**src/rtl/qdac_pkg.sv**
```systemverilog
package qdac_pkg;

    localparam int QD_ADDR_W = 2;
    localparam int QD_CTL_W  = 2;
    localparam int QD_DATA_W = 8;
    localparam int QD_WORD_W = QD_ADDR_W + QD_CTL_W + QD_DATA_W;
    localparam int QD_NUM_CH = 1 << QD_ADDR_W;

    typedef enum logic [QD_CTL_W-1:0] {
        CTL_SYS     = 2'b00,
        CTL_LOAD    = 2'b01,
        CTL_AUX     = 2'b10,
        CTL_LOADUPD = 2'b11
    } ctl_e;

    typedef struct packed {
        logic [QD_ADDR_W-1:0] addr;
        ctl_e                 ctl;
        logic [QD_DATA_W-1:0] data;
    } word_t;

    typedef struct packed {
        logic                 wr_in;
        logic                 upd_all;
        logic                 bcast;
        logic                 wake;
        logic                 sleep;
        logic                 upo_wr;
        logic                 upo_val;
        logic                 mode_wr;
        logic                 mode_val;
        logic [QD_ADDR_W-1:0] addr;
        logic [QD_DATA_W-1:0] data;
    } act_t;

    function automatic act_t decode_word(word_t w, logic pde_en);
        act_t a;
        a      = '0;
        a.addr = w.addr;
        a.data = w.data;
        unique case (w.ctl)
            CTL_LOAD: a.wr_in = 1'b1;
            CTL_LOADUPD: begin
                a.wr_in   = 1'b1;
                a.upd_all = 1'b1;
            end
            CTL_SYS: begin
                unique case (w.addr)
                    2'd0: ;
                    2'd1: begin
                        a.upd_all = 1'b1;
                        a.wake    = 1'b1;
                    end
                    2'd2: begin
                        a.bcast = 1'b1;
                        a.wake  = 1'b1;
                    end
                    default: a.sleep = pde_en;
                endcase
            end
            default: begin
                unique case (w.addr)
                    2'd0: a.upo_wr = 1'b1;
                    2'd1: begin
                        a.upo_wr  = 1'b1;
                        a.upo_val = 1'b1;
                    end
                    2'd2: begin
                        a.mode_wr = 1'b1;
                        a.upd_all = 1'b1;
                    end
                    default: begin
                        a.mode_wr  = 1'b1;
                        a.mode_val = 1'b1;
                        a.upd_all  = 1'b1;
                    end
                endcase
            end
        endcase
        return a;
    endfunction

endpackage

```
**src/rtl/qdac_sync.sv**
```systemverilog
module qdac_sync #(
    parameter int           W       = 1,
    parameter int           STAGES  = 2,
    parameter logic [W-1:0] RST_VAL = '0
) (
    input  logic         clk,
    input  logic         rst,
    input  logic [W-1:0] d,
    output logic [W-1:0] q
);

    logic [W-1:0] pipe [STAGES];

    for (genvar s = 0; s < STAGES; s++) begin : g_stage
        if (s == 0) begin : g_first
            always_ff @(posedge clk) begin
                if (rst) pipe[s] <= RST_VAL;
                else     pipe[s] <= d;
            end
        end else begin : g_next
            always_ff @(posedge clk) begin
                if (rst) pipe[s] <= RST_VAL;
                else     pipe[s] <= pipe[s-1];
            end
        end
    end

    assign q = pipe[STAGES-1];

endmodule

```
**src/rtl/qdac_serial_rx.sv**
```systemverilog
module qdac_serial_rx #(
    parameter int WORD_W = qdac_pkg::QD_WORD_W
) (
    input  logic              clk,
    input  logic              rst,
    input  logic              cs_n_s,
    input  logic              sclk_s,
    input  logic              din_s,
    input  logic              dout_mode,
    output logic [WORD_W-1:0] word,
    output logic              word_vld,
    output logic              dout
);

    localparam int CNT_W = $clog2(WORD_W);

    logic              sclk_q, cs_q, seen;
    logic [CNT_W-1:0]  cnt;
    logic [WORD_W-1:0] sreg;
    logic              sclk_rise, sclk_fall, cs_rise, shift_en, dout_en;

    assign sclk_rise = sclk_s & ~sclk_q;
    assign sclk_fall = ~sclk_s & sclk_q;
    assign cs_rise   = cs_n_s & ~cs_q;
    assign shift_en  = ~cs_n_s & sclk_rise;
    assign dout_en   = ~cs_n_s & (dout_mode ? sclk_rise : sclk_fall);

    always_ff @(posedge clk) begin
        if (rst) begin
            sclk_q   <= 1'b0;
            cs_q     <= 1'b1;
            seen     <= 1'b0;
            cnt      <= '0;
            sreg     <= '0;
            word_vld <= 1'b0;
            dout     <= 1'b0;
        end else begin
            sclk_q   <= sclk_s;
            cs_q     <= cs_n_s;
            word_vld <= cs_rise & seen & (cnt == '0);
            if (shift_en) begin
                sreg <= {sreg[WORD_W-2:0], din_s};
                cnt  <= (cnt == CNT_W'(WORD_W - 1)) ? '0 : cnt + 1'b1;
                seen <= 1'b1;
            end
            if (cs_rise) begin
                cnt  <= '0;
                seen <= 1'b0;
            end
            if (dout_en) dout <= sreg[WORD_W-1];
        end
    end

    assign word = sreg;

    AST_IDLE_NO_SHIFT: assert property (@(posedge clk) disable iff (rst)
        cs_n_s |=> $stable(sreg));

    AST_EXEC_AFTER_SELECT: assert property (@(posedge clk) disable iff (rst)
        word_vld |-> cs_n_s);

endmodule

```
**src/rtl/qdac_regbank.sv**
```systemverilog
module qdac_regbank
    import qdac_pkg::*;
#(
    parameter int NUM_CH = QD_NUM_CH,
    parameter int DATA_W = QD_DATA_W
) (
    input  logic                     clk,
    input  logic                     rst,
    input  act_t                     act,
    input  logic                     act_vld,
    input  logic                     ldac_lo,
    output logic [NUM_CH*DATA_W-1:0] dac_codes,
    output logic                     shdn,
    output logic                     upo,
    output logic                     dout_mode
);

    logic [NUM_CH-1:0][DATA_W-1:0] in_q, in_nxt, dac_q, dac_nxt;
    logic shdn_nxt;

    always_comb begin
        in_nxt = in_q;
        if (act_vld && act.wr_in) in_nxt[act.addr] = act.data;
    end

    always_comb begin
        dac_nxt = dac_q;
        if (ldac_lo || (act_vld && act.upd_all)) begin
            dac_nxt = in_nxt;
        end else if (act_vld && act.bcast) begin
            for (int i = 0; i < NUM_CH; i++) dac_nxt[i] = act.data;
        end
    end

    always_comb begin
        shdn_nxt = shdn;
        if (act_vld && act.wake)       shdn_nxt = 1'b0;
        else if (act_vld && act.sleep) shdn_nxt = 1'b1;
    end

    always_ff @(posedge clk) begin
        if (rst) begin
            in_q      <= '0;
            dac_q     <= '0;
            shdn      <= 1'b0;
            upo       <= 1'b0;
            dout_mode <= 1'b0;
        end else begin
            in_q  <= in_nxt;
            dac_q <= dac_nxt;
            shdn  <= shdn_nxt;
            if (act_vld && act.upo_wr)  upo       <= act.upo_val;
            if (act_vld && act.mode_wr) dout_mode <= act.mode_val;
        end
    end

    assign dac_codes = dac_q;

    AST_LOADIN_HOLDS_DAC: assert property (@(posedge clk) disable iff (rst)
        (act_vld && act.wr_in && !act.upd_all && !ldac_lo) |=> $stable(dac_q));

    AST_WAKE_CLEARS_SHDN: assert property (@(posedge clk) disable iff (rst)
        (act_vld && act.wake) |=> !shdn);

    AST_UPO_HOLDS_DAC: assert property (@(posedge clk) disable iff (rst)
        (act_vld && act.upo_wr && !ldac_lo) |=> $stable(dac_q));

    AST_LDAC_TRACKS: assert property (@(posedge clk) disable iff (rst)
        ldac_lo |=> (dac_q == in_q));

endmodule

```
**src/rtl/qdac_cmd_if.sv**
```systemverilog
module qdac_cmd_if
    import qdac_pkg::*;
#(
    parameter int SYNC_STAGES = 2
) (
    input  logic                        clk,
    input  logic                        rst,
    input  logic                        cs_n,
    input  logic                        sclk,
    input  logic                        din,
    input  logic                        ldac_n,
    input  logic                        pde,
    output logic                        dout,
    output logic [QD_NUM_CH*QD_DATA_W-1:0] dac_codes,
    output logic                        shdn,
    output logic                        upo
);

    localparam int NPINS = 5;

    logic                 cs_s, sclk_s, din_s, ldac_s, pde_s;
    logic [QD_WORD_W-1:0] word;
    logic                 word_vld, dout_mode;
    act_t                 act;

    qdac_sync #(
        .W       (NPINS),
        .STAGES  (SYNC_STAGES),
        .RST_VAL (5'b10010)
    ) sync_i (
        .clk (clk),
        .rst (rst),
        .d   ({cs_n, sclk, din, ldac_n, pde}),
        .q   ({cs_s, sclk_s, din_s, ldac_s, pde_s})
    );

    qdac_serial_rx #(
        .WORD_W (QD_WORD_W)
    ) rx_i (
        .clk       (clk),
        .rst       (rst),
        .cs_n_s    (cs_s),
        .sclk_s    (sclk_s),
        .din_s     (din_s),
        .dout_mode (dout_mode),
        .word      (word),
        .word_vld  (word_vld),
        .dout      (dout)
    );

    assign act = decode_word(word_t'(word), pde_s);

    qdac_regbank #(
        .NUM_CH (QD_NUM_CH),
        .DATA_W (QD_DATA_W)
    ) regs_i (
        .clk       (clk),
        .rst       (rst),
        .act       (act),
        .act_vld   (word_vld),
        .ldac_lo   (~ldac_s),
        .dac_codes (dac_codes),
        .shdn      (shdn),
        .upo       (upo),
        .dout_mode (dout_mode)
    );

    AST_SHDN_NEEDS_PDE: assert property (@(posedge clk) disable iff (rst)
        $rose(shdn) |-> $past(pde_s));

endmodule

```
**config.mk**
```make
export PLATFORM = sky130hd
export DESIGN_NAME = qdac_cmd_if
export DESIGN_NICKNAME = d
export VERILOG_FILES = /design/src/rtl/qdac_pkg.sv /design/src/rtl/qdac_sync.sv /design/src/rtl/qdac_serial_rx.sv /design/src/rtl/qdac_regbank.sv /design/src/rtl/qdac_cmd_if.sv
export SDC_FILE = /design/constraint.sdc
export NUM_CORES = 1
export LEC_CHECK = 0
export BUFFER_PORTS_ARGS = -buffer_cell sky130_fd_sc_hd__buf_2
export CORE_MARGIN = 1
export CORE_UTILIZATION = 30
export CTS_CLUSTER_DIAMETER = 120
export DETAILED_ROUTE_END_ITERATION = 10
export GPL_TIMING_DRIVEN = 1
export PLACE_DENSITY = 0.6
export SLEW_MARGIN = 10
export SYNTH_ARGS = -nofsm -noshare
export SYNTH_HDL_FRONTEND = slang
export SYNTH_SLANG_ARGS = --single-unit
```
**constraint.sdc**
```tcl
create_clock -name clk -period 1.8 [get_ports clk]
set_clock_uncertainty 0.05 [all_clocks]
set_input_delay 0.09 -clock clk [delete_from_list [all_inputs] [get_ports clk]]
set_output_delay 0.09 -clock clk [all_outputs]
set_load 0.02 [all_outputs]
```
After elaboration in Yosys (flattened, before gate mapping)
Memory sizes are Yosys's and may differ from the RTL's.
Index checks and enable logic that the tools add are counted.
- bits in registers: 88
- memory bits (writable): 10
- input bits: 7
- output and inout port bits: 35
- logic and storage cells: 85
- memories kept: 1
- memories (name ; depth ; width ; read ports ; clocked after Yosys merged registers in ; write ports ; RTL line ; text):
    sync_i.pipe ; 2 ; 5 ; 2 ; 0 ; 2 ; qdac_sync.sv:12 ; logic [W-1:0] pipe [STAGES];
- add/subtract/negate cells: 1
- order comparisons: 2
- eq/ne operators: 5
- multiplexer cells: 24
- bitwise logic cells: 14
- reductions and logical operators: 20
- operators with widths (operator ; count):
    two-way mux 32 bit ; 3
    bitwise mux 32 bit ; 1
    demux 8 bit (select 2 bit) ; 1
    two-way mux 1 bit ; 12
    two-way mux 5 bit ; 2
    OR reduction 2 bit ; 5
    logical AND 1 bit ; 8
    two-way mux 4 bit ; 2
    two-way mux 8 bit ; 1
    bitwise AND 1 bit ; 7
    OR reduction 3 bit ; 2
    NOT 1 bit ; 5
    adder 4 x 1 -> 4 bit, second input constant ; 1
    equality test 2 x 1 -> 1 bit, second input constant ; 2
    equality test 2 bit, second input constant ; 2
    equality test 4 bit, second input constant ; 1
    logical NOT 2 bit ; 2
    logical NOT 4 bit ; 1
    < comparator 2 x 3 -> 1 bit, second input constant ; 1
    two-way mux 3 bit ; 1
    one-hot mux 1 bit (3 select lines) ; 1
    greater-or-equal comparator 2 x 1 -> 1 bit, second input constant ; 1
    OR 1 bit ; 2
    nonzero test 2 bit ; 1
    logical OR 1 bit ; 1

Longest topological paths before layout
- depth after elaboration: 7
- depth in mapped cells: 8
- gate-level depth less buffers: 6

Hierarchy
Synthesis repeated with hierarchy kept, for this count alone.
- cells, all modules: 381
- area total of the unflattened synthesis: 3699.8 um^2
- modules (own cells, without submodules) (module ; instances ; cells each ; area each (um^2) ; seq. area each (um^2)):
    qdac_regbank ; 1 ; 241 ; 2463.6 ; 1341.3
    qdac_serial_rx ; 1 ; 97 ; 817.0 ; 420.4
    qdac_sync ; 1 ; 20 ; 262.8 ; 200.2
    qdac_cmd_if ; 1 ; 23 ; 156.4 ; 0.0

Worst setup path before layout
No wires, ideal clock.
- kind: flip-flop to flip-flop
- from: register rx_i.sreg[11], in the netlist rx_i.word[11]
- to: register regs_i.dac_q (netlist bit regs_i.dac_codes[10])
- setup time: 0.145 ns
- arrival: 1.604 ns
- required time: 1.605 ns
- setup slack: 0.001 ns
- cell stages (with the launch flop): 9
- buffers on the path: 2
- clock period less this slack: 1.799 ns
- cell sequence: dfxtp_1 -> inv_1 -> ha_1 -> nor4bb_1 -> a311o_1 -> buf_6 -> buf_6 -> a211oi_2 -> a211oi_2
- cells in the longest elaborated chain, start to end: 7
- elaborated cells between the ends (all ways): 21
- classes of those cells: order compare: 2; eq/ne: 2; mux: 10; reduce/logical: 7
- ends and longest elaborated chain (what ; RTL line ; text):
    from (decl) ; qdac_serial_rx.sv:19 ; logic [WORD_W-1:0] sreg;
    from (signal assigned) ; qdac_serial_rx.sv:42 ; sreg <= {sreg[WORD_W-2:0], din_s};
    < comparator 2 x 3 -> 1 bit (implied by the code), or another cell as far along ; qdac_regbank.sv:23 ; if (act_vld && act.wr_in) in_nxt[act.addr] = act.data;
    logical AND 1 bit (implied by the code) / OR reduction 2 bit (equally long branches) ; - ;
    two-way mux 8 bit (implied by the code) / two-way mux 1 bit (equally long branches) ; qdac_regbank.sv:23, qdac_pkg.sv:62 ;
    demux 8 bit (select 2 bit) / one-hot mux 1 bit (3 select lines) (equally long branches) ; - ;
    bitwise mux 32 bit / logical AND 1 bit (equally long branches) ; qdac_regbank.sv:23, qdac_regbank.sv:28 ;
    two-way mux 32 bit / logical OR 1 bit (equally long branches) ; qdac_regbank.sv:23, qdac_regbank.sv:28 ;
    two-way mux 32 bit / nonzero test 2 bit (equally long branches) ; - ;
    to (signal assigned) ; qdac_regbank.sv:50 ; dac_q <= dac_nxt;
    to (decl) ; qdac_regbank.sv:18 ; logic [NUM_CH-1:0][DATA_W-1:0] in_q, in_nxt, dac_q, dac_nxt;
Parallel ways exist; a longest one is shown, timed or not.
A chain may end at the register's enable or synchronous reset.

Final worst setup path
- from: register rx_i.sreg[11], in the netlist rx_i.word[11]
- to: register regs_i.dac_q (netlist bit regs_i.dac_codes[16])
The elaborated chain is that of the path after synthesis.

==> impl_metrics.tcl <==
set metrics [dict create \
    outcome "complete, but fails checks" \
    violations "setup timing" \
    antenna_found_initial 0 \
    crit_chain "inv_4, ha_4, nor4bb_1, a311o_2, buf_12, a211oi_4, a211oi_4" \
    maxCapViolCount 0 \
    die_h_um 116 \
    final_area_mm2 0.00500 \
    first_pass_iters 4 \
    async_reset_ff_share_pct 0 \
    grt_pass1_wl_mm 16.0 \
    min_to "regs_i.upo$_SDFFE_PP0P_" \
    area_growth_pct 27.6 \
    pre_cts_slack_ns -0.140 \
    p_int_w 0.00330 \
    min_period_ns 1.82 \
    setup_ws_ns -0.0179 \
    placed_area_mm2 0.00441 \
    rr_startpoint "rx_i.word[11]$_SDFFE_PP0P_" \
    syn_area_mm2 0.00392 \
    io_pins 42 \
    wl_mm 9.72 \
    rrSetupSlack_ns -0.02 \
    rsz0062_at_grt "yes" \
    cts_sinks 98 \
    grt_overflow 0 \
    hold_depth 2 \
    vdd_drop_max_uv 751 \
    synth_edf_count 0 \
    syn_inst 369 \
    initial_core_util_pct 30.9 \
    clockBufferDepth 2 \
    yosys.area_share.simple_pct 13.8 \
    avgSynthCellArea_um2 10.6 \
    clock.fmax_mhz 550 \
    numCtsBuffers 9 \
    leakage_nw 2.05 \
    hpwl_mm 5.80 \
    ys_seq_elements 98 \
    crit_fanout 14 \
    synth_fa_ha_area_share_pct 1.91 \
    cts_root_buffer "clkbuf_16" \
    core.rowCount 41 \
    cp_slowest_cell "a311o_2" \
    via_count 2941 \
    fin_crit_sh_pct 101 \
    swShare_pct 24.6 \
    rr_endpoint "regs_i.dac_codes[16]$_SDFFE_PP0P_" \
    drt_iter0_drc 111 \
    worstPathArrival_ns 2.00 \
    post_drt_wl_per_cell_um 16.2 \
    hold_path_startpoint "rst" \
    grt_pass1_vias 2960 \
    critPathBufInv 2 \
    insertion_delay_ns 0.35 \
    tightest_slew_ns 0.396 \
    critical_path_class "flop to flop" \
    cpLargestDelayFamily "compound AO/OA/AOI/OAI gates" \
    cp_data_required_time_ns 1.98 \
    pwr-share-comb_pct 7.0 \
    worst_setup_path_start_kind "flop" \
    ys_types 31 \
    relSlewSlack_pct 73.6 \
    seqPwrFrac_pct 51.4 \
    p_clk_share_pct 41.6 \
    die_w_um 116 \
    htree_levels 3 \
    die_area_mm2 0.0135 \
    setup_viol 6 \
    cts_tree "yes" \
    clkTransAtPathRegs_ns 0.07 \
    max_stage_delay_ns 0.44 \
    yosysWarnings 0 \
    finalNetCount 437 \
    grt_usage_pct 15.7 \
    power_density_mw_per_mm2 874 \
    grt_max_degree 75 \
    maxSlewViolCount 0 \
    syn_nets 382 \
    finalHoldViolations 0 \
    synth_top_family_by_area "compound AO/OA/AOI/OAI gates" \
    final_common_cell "dfxtp_1" \
    layout_common_cells "96 x dfxtp_1, 55 x a211oi_2, 41 x buf_2" \
    hp-class "input port to flop" \
    path_common_cell "a211oi_4" \
    drc 0 \
    switchingPower_w 0.00108 \
    ys_seq_area_share_pct 50.0 \
    final_antenna_net_count 0 \
    viasPerCell 4.89 \
    muxShareOfSynthArea_pct 8.42 \
    fp.coreArea_mm2 0.0127 \
    ff2ff_path_depth 7 \
    io_buffer_count 41 \
    globalplace.congestion 0.743 \
    synth-compound-area-share_pct 21.4 \
    synth_xor_area_share_pct 0 \
    antenna_cells 0 \
    drive_above_1_share_pct 37.3 \
    yosys_most_used_dff "dfxtp_1" \
    setup.worst_path.end_class "flop" \
]
Yosys cell counts, types with 2 or more instances:
cell      count  share of area [%]
and2_1        8                1.3
ha_1          6                1.9
nand2_1      32                3.1
or2_2         5               0.80
nor2_1       40                3.8
or3b_2        2               0.45
buf_2         5               0.64
clkbuf_1     13                1.2
buf_6         7                2.0
nand3_1       8                1.0
mux2i_1      33                8.4
o21ai_0       2               0.26
a21oi_1      17                2.2
nand2b_1      2               0.32
a211oi_2     43                 14
inv_1         6               0.57
dfxtp_1      98                 50
nand3b_1      2               0.38
nor2b_1       7                1.1
a211oi_1     22                4.2
sequential cells by signal, summed over array words and instances (netlist names), 4 cells and up:
| signal | count |
|---|---|
| regs_i.in_q | 32 |
| rx_i.cnt | 4 |
| sync_i.pipe | 10 |
| regs_i.dac_codes | 32 |
| rx_i.word | 12 |
power by group through the flow:
stage | clock [W] | combinational, W | sequential [W]
after CTS | 0.00187 | 0.000297 | 0.00225
after floorplan | 0 | 0.000148 | 0.00233
after detailed placement | 0 | 0.000252 | 0.00230
after global placement | 0 | 0.000245 | 0.00230
final | 0.00182 | 0.000304 | 0.00225
after global routing | 0.00196 | 0.000327 | 0.00225
through the flow:
| stage | instances | total power [W] | setup TNS [ns] | utilization (%) | hold slack (ns) |
|---|---|---|---|---|---|
| finish | 601 | 0.00437 | -0.0457 | 39.5 | 0.0966 |
| global route | 601 | 0.00454 | -1.01 | 39.5 | 0.115 |
| global placement | 574 | 0.00254 | -0.388 | 34.8 | 0.225 |
| detailed placement | 574 | 0.00255 | -3.19 | 34.8 | 0.226 |
| floorplan | 369 | 0.00248 | 0 | - | 0.144 |
| CTS | 601 | 0.00442 | 0 | 39.0 | 0.0936 |
how the worst max path moves through the flow:
stage                                           from                           endpoint  slack, ns  cells past startpoint
after global placement    rx_i.word[11]$_SDFFE_PP0P_   regs_i.dac_codes[9]$_SDFFE_PP0P_      -0.02                      7
final                     rx_i.word[11]$_SDFFE_PP0P_  regs_i.dac_codes[16]$_SDFFE_PP0P_      -0.02                      7
after floorplan           rx_i.word[11]$_SDFFE_PP0P_  regs_i.dac_codes[10]$_SDFFE_PP0P_      0.001                      8
after detailed placement  rx_i.word[11]$_SDFFE_PP0P_  regs_i.dac_codes[16]$_SDFFE_PP0P_      -0.14                      7
after CTS                 rx_i.word[11]$_SDFFE_PP0P_   regs_i.dac_codes[5]$_SDFFE_PP0P_      0.007                      6
after global routing      rx_i.word[11]$_SDFFE_PP0P_  regs_i.dac_codes[16]$_SDFFE_PP0P_      -0.07                      7
routing by layer:
layer	global-route usage, %	vias to the layer above	share of wire [%]
met5	0	-	0
met1	19.4	1443	45
met4	7.01	0	2.8
met2	26.2	59	49
li1	-	1422	-
met3	3.63	17	3.4
timing repair:
action / in CTS / in global routing
buffers inserted: 4 / 0
endpoints found under the hold margin: 5 / 0
gates cloned: 3 / 0
endpoints found under the setup margin: 32 / 32
gates resized for setup: 27 / 13
pin swaps: 2 / 1
hold buffers: 5 / 0
cells by family after synthesis:
| group | after synthesis |
|---|---|
| flip-flops | 98 |
| multiplexers | 33 |
| adder cells (fa/ha/maj) | 6 |
| AO/OA/AOI/OAI | 89 |
| buffers and inverters | 31 |
| AND/OR/NAND/NOR | 112 |
cell type report:
type,count,area [um^2]
multi-input combinational,240,1920
inverter,6,27.5
clock inverter,7,55.1
clock buffer,9,225
sequential,98,1970
tap,172,215
timing repair buffer,69,592
fill,1253,7670
No activity file was read; power rests on OpenSTA's default activity.
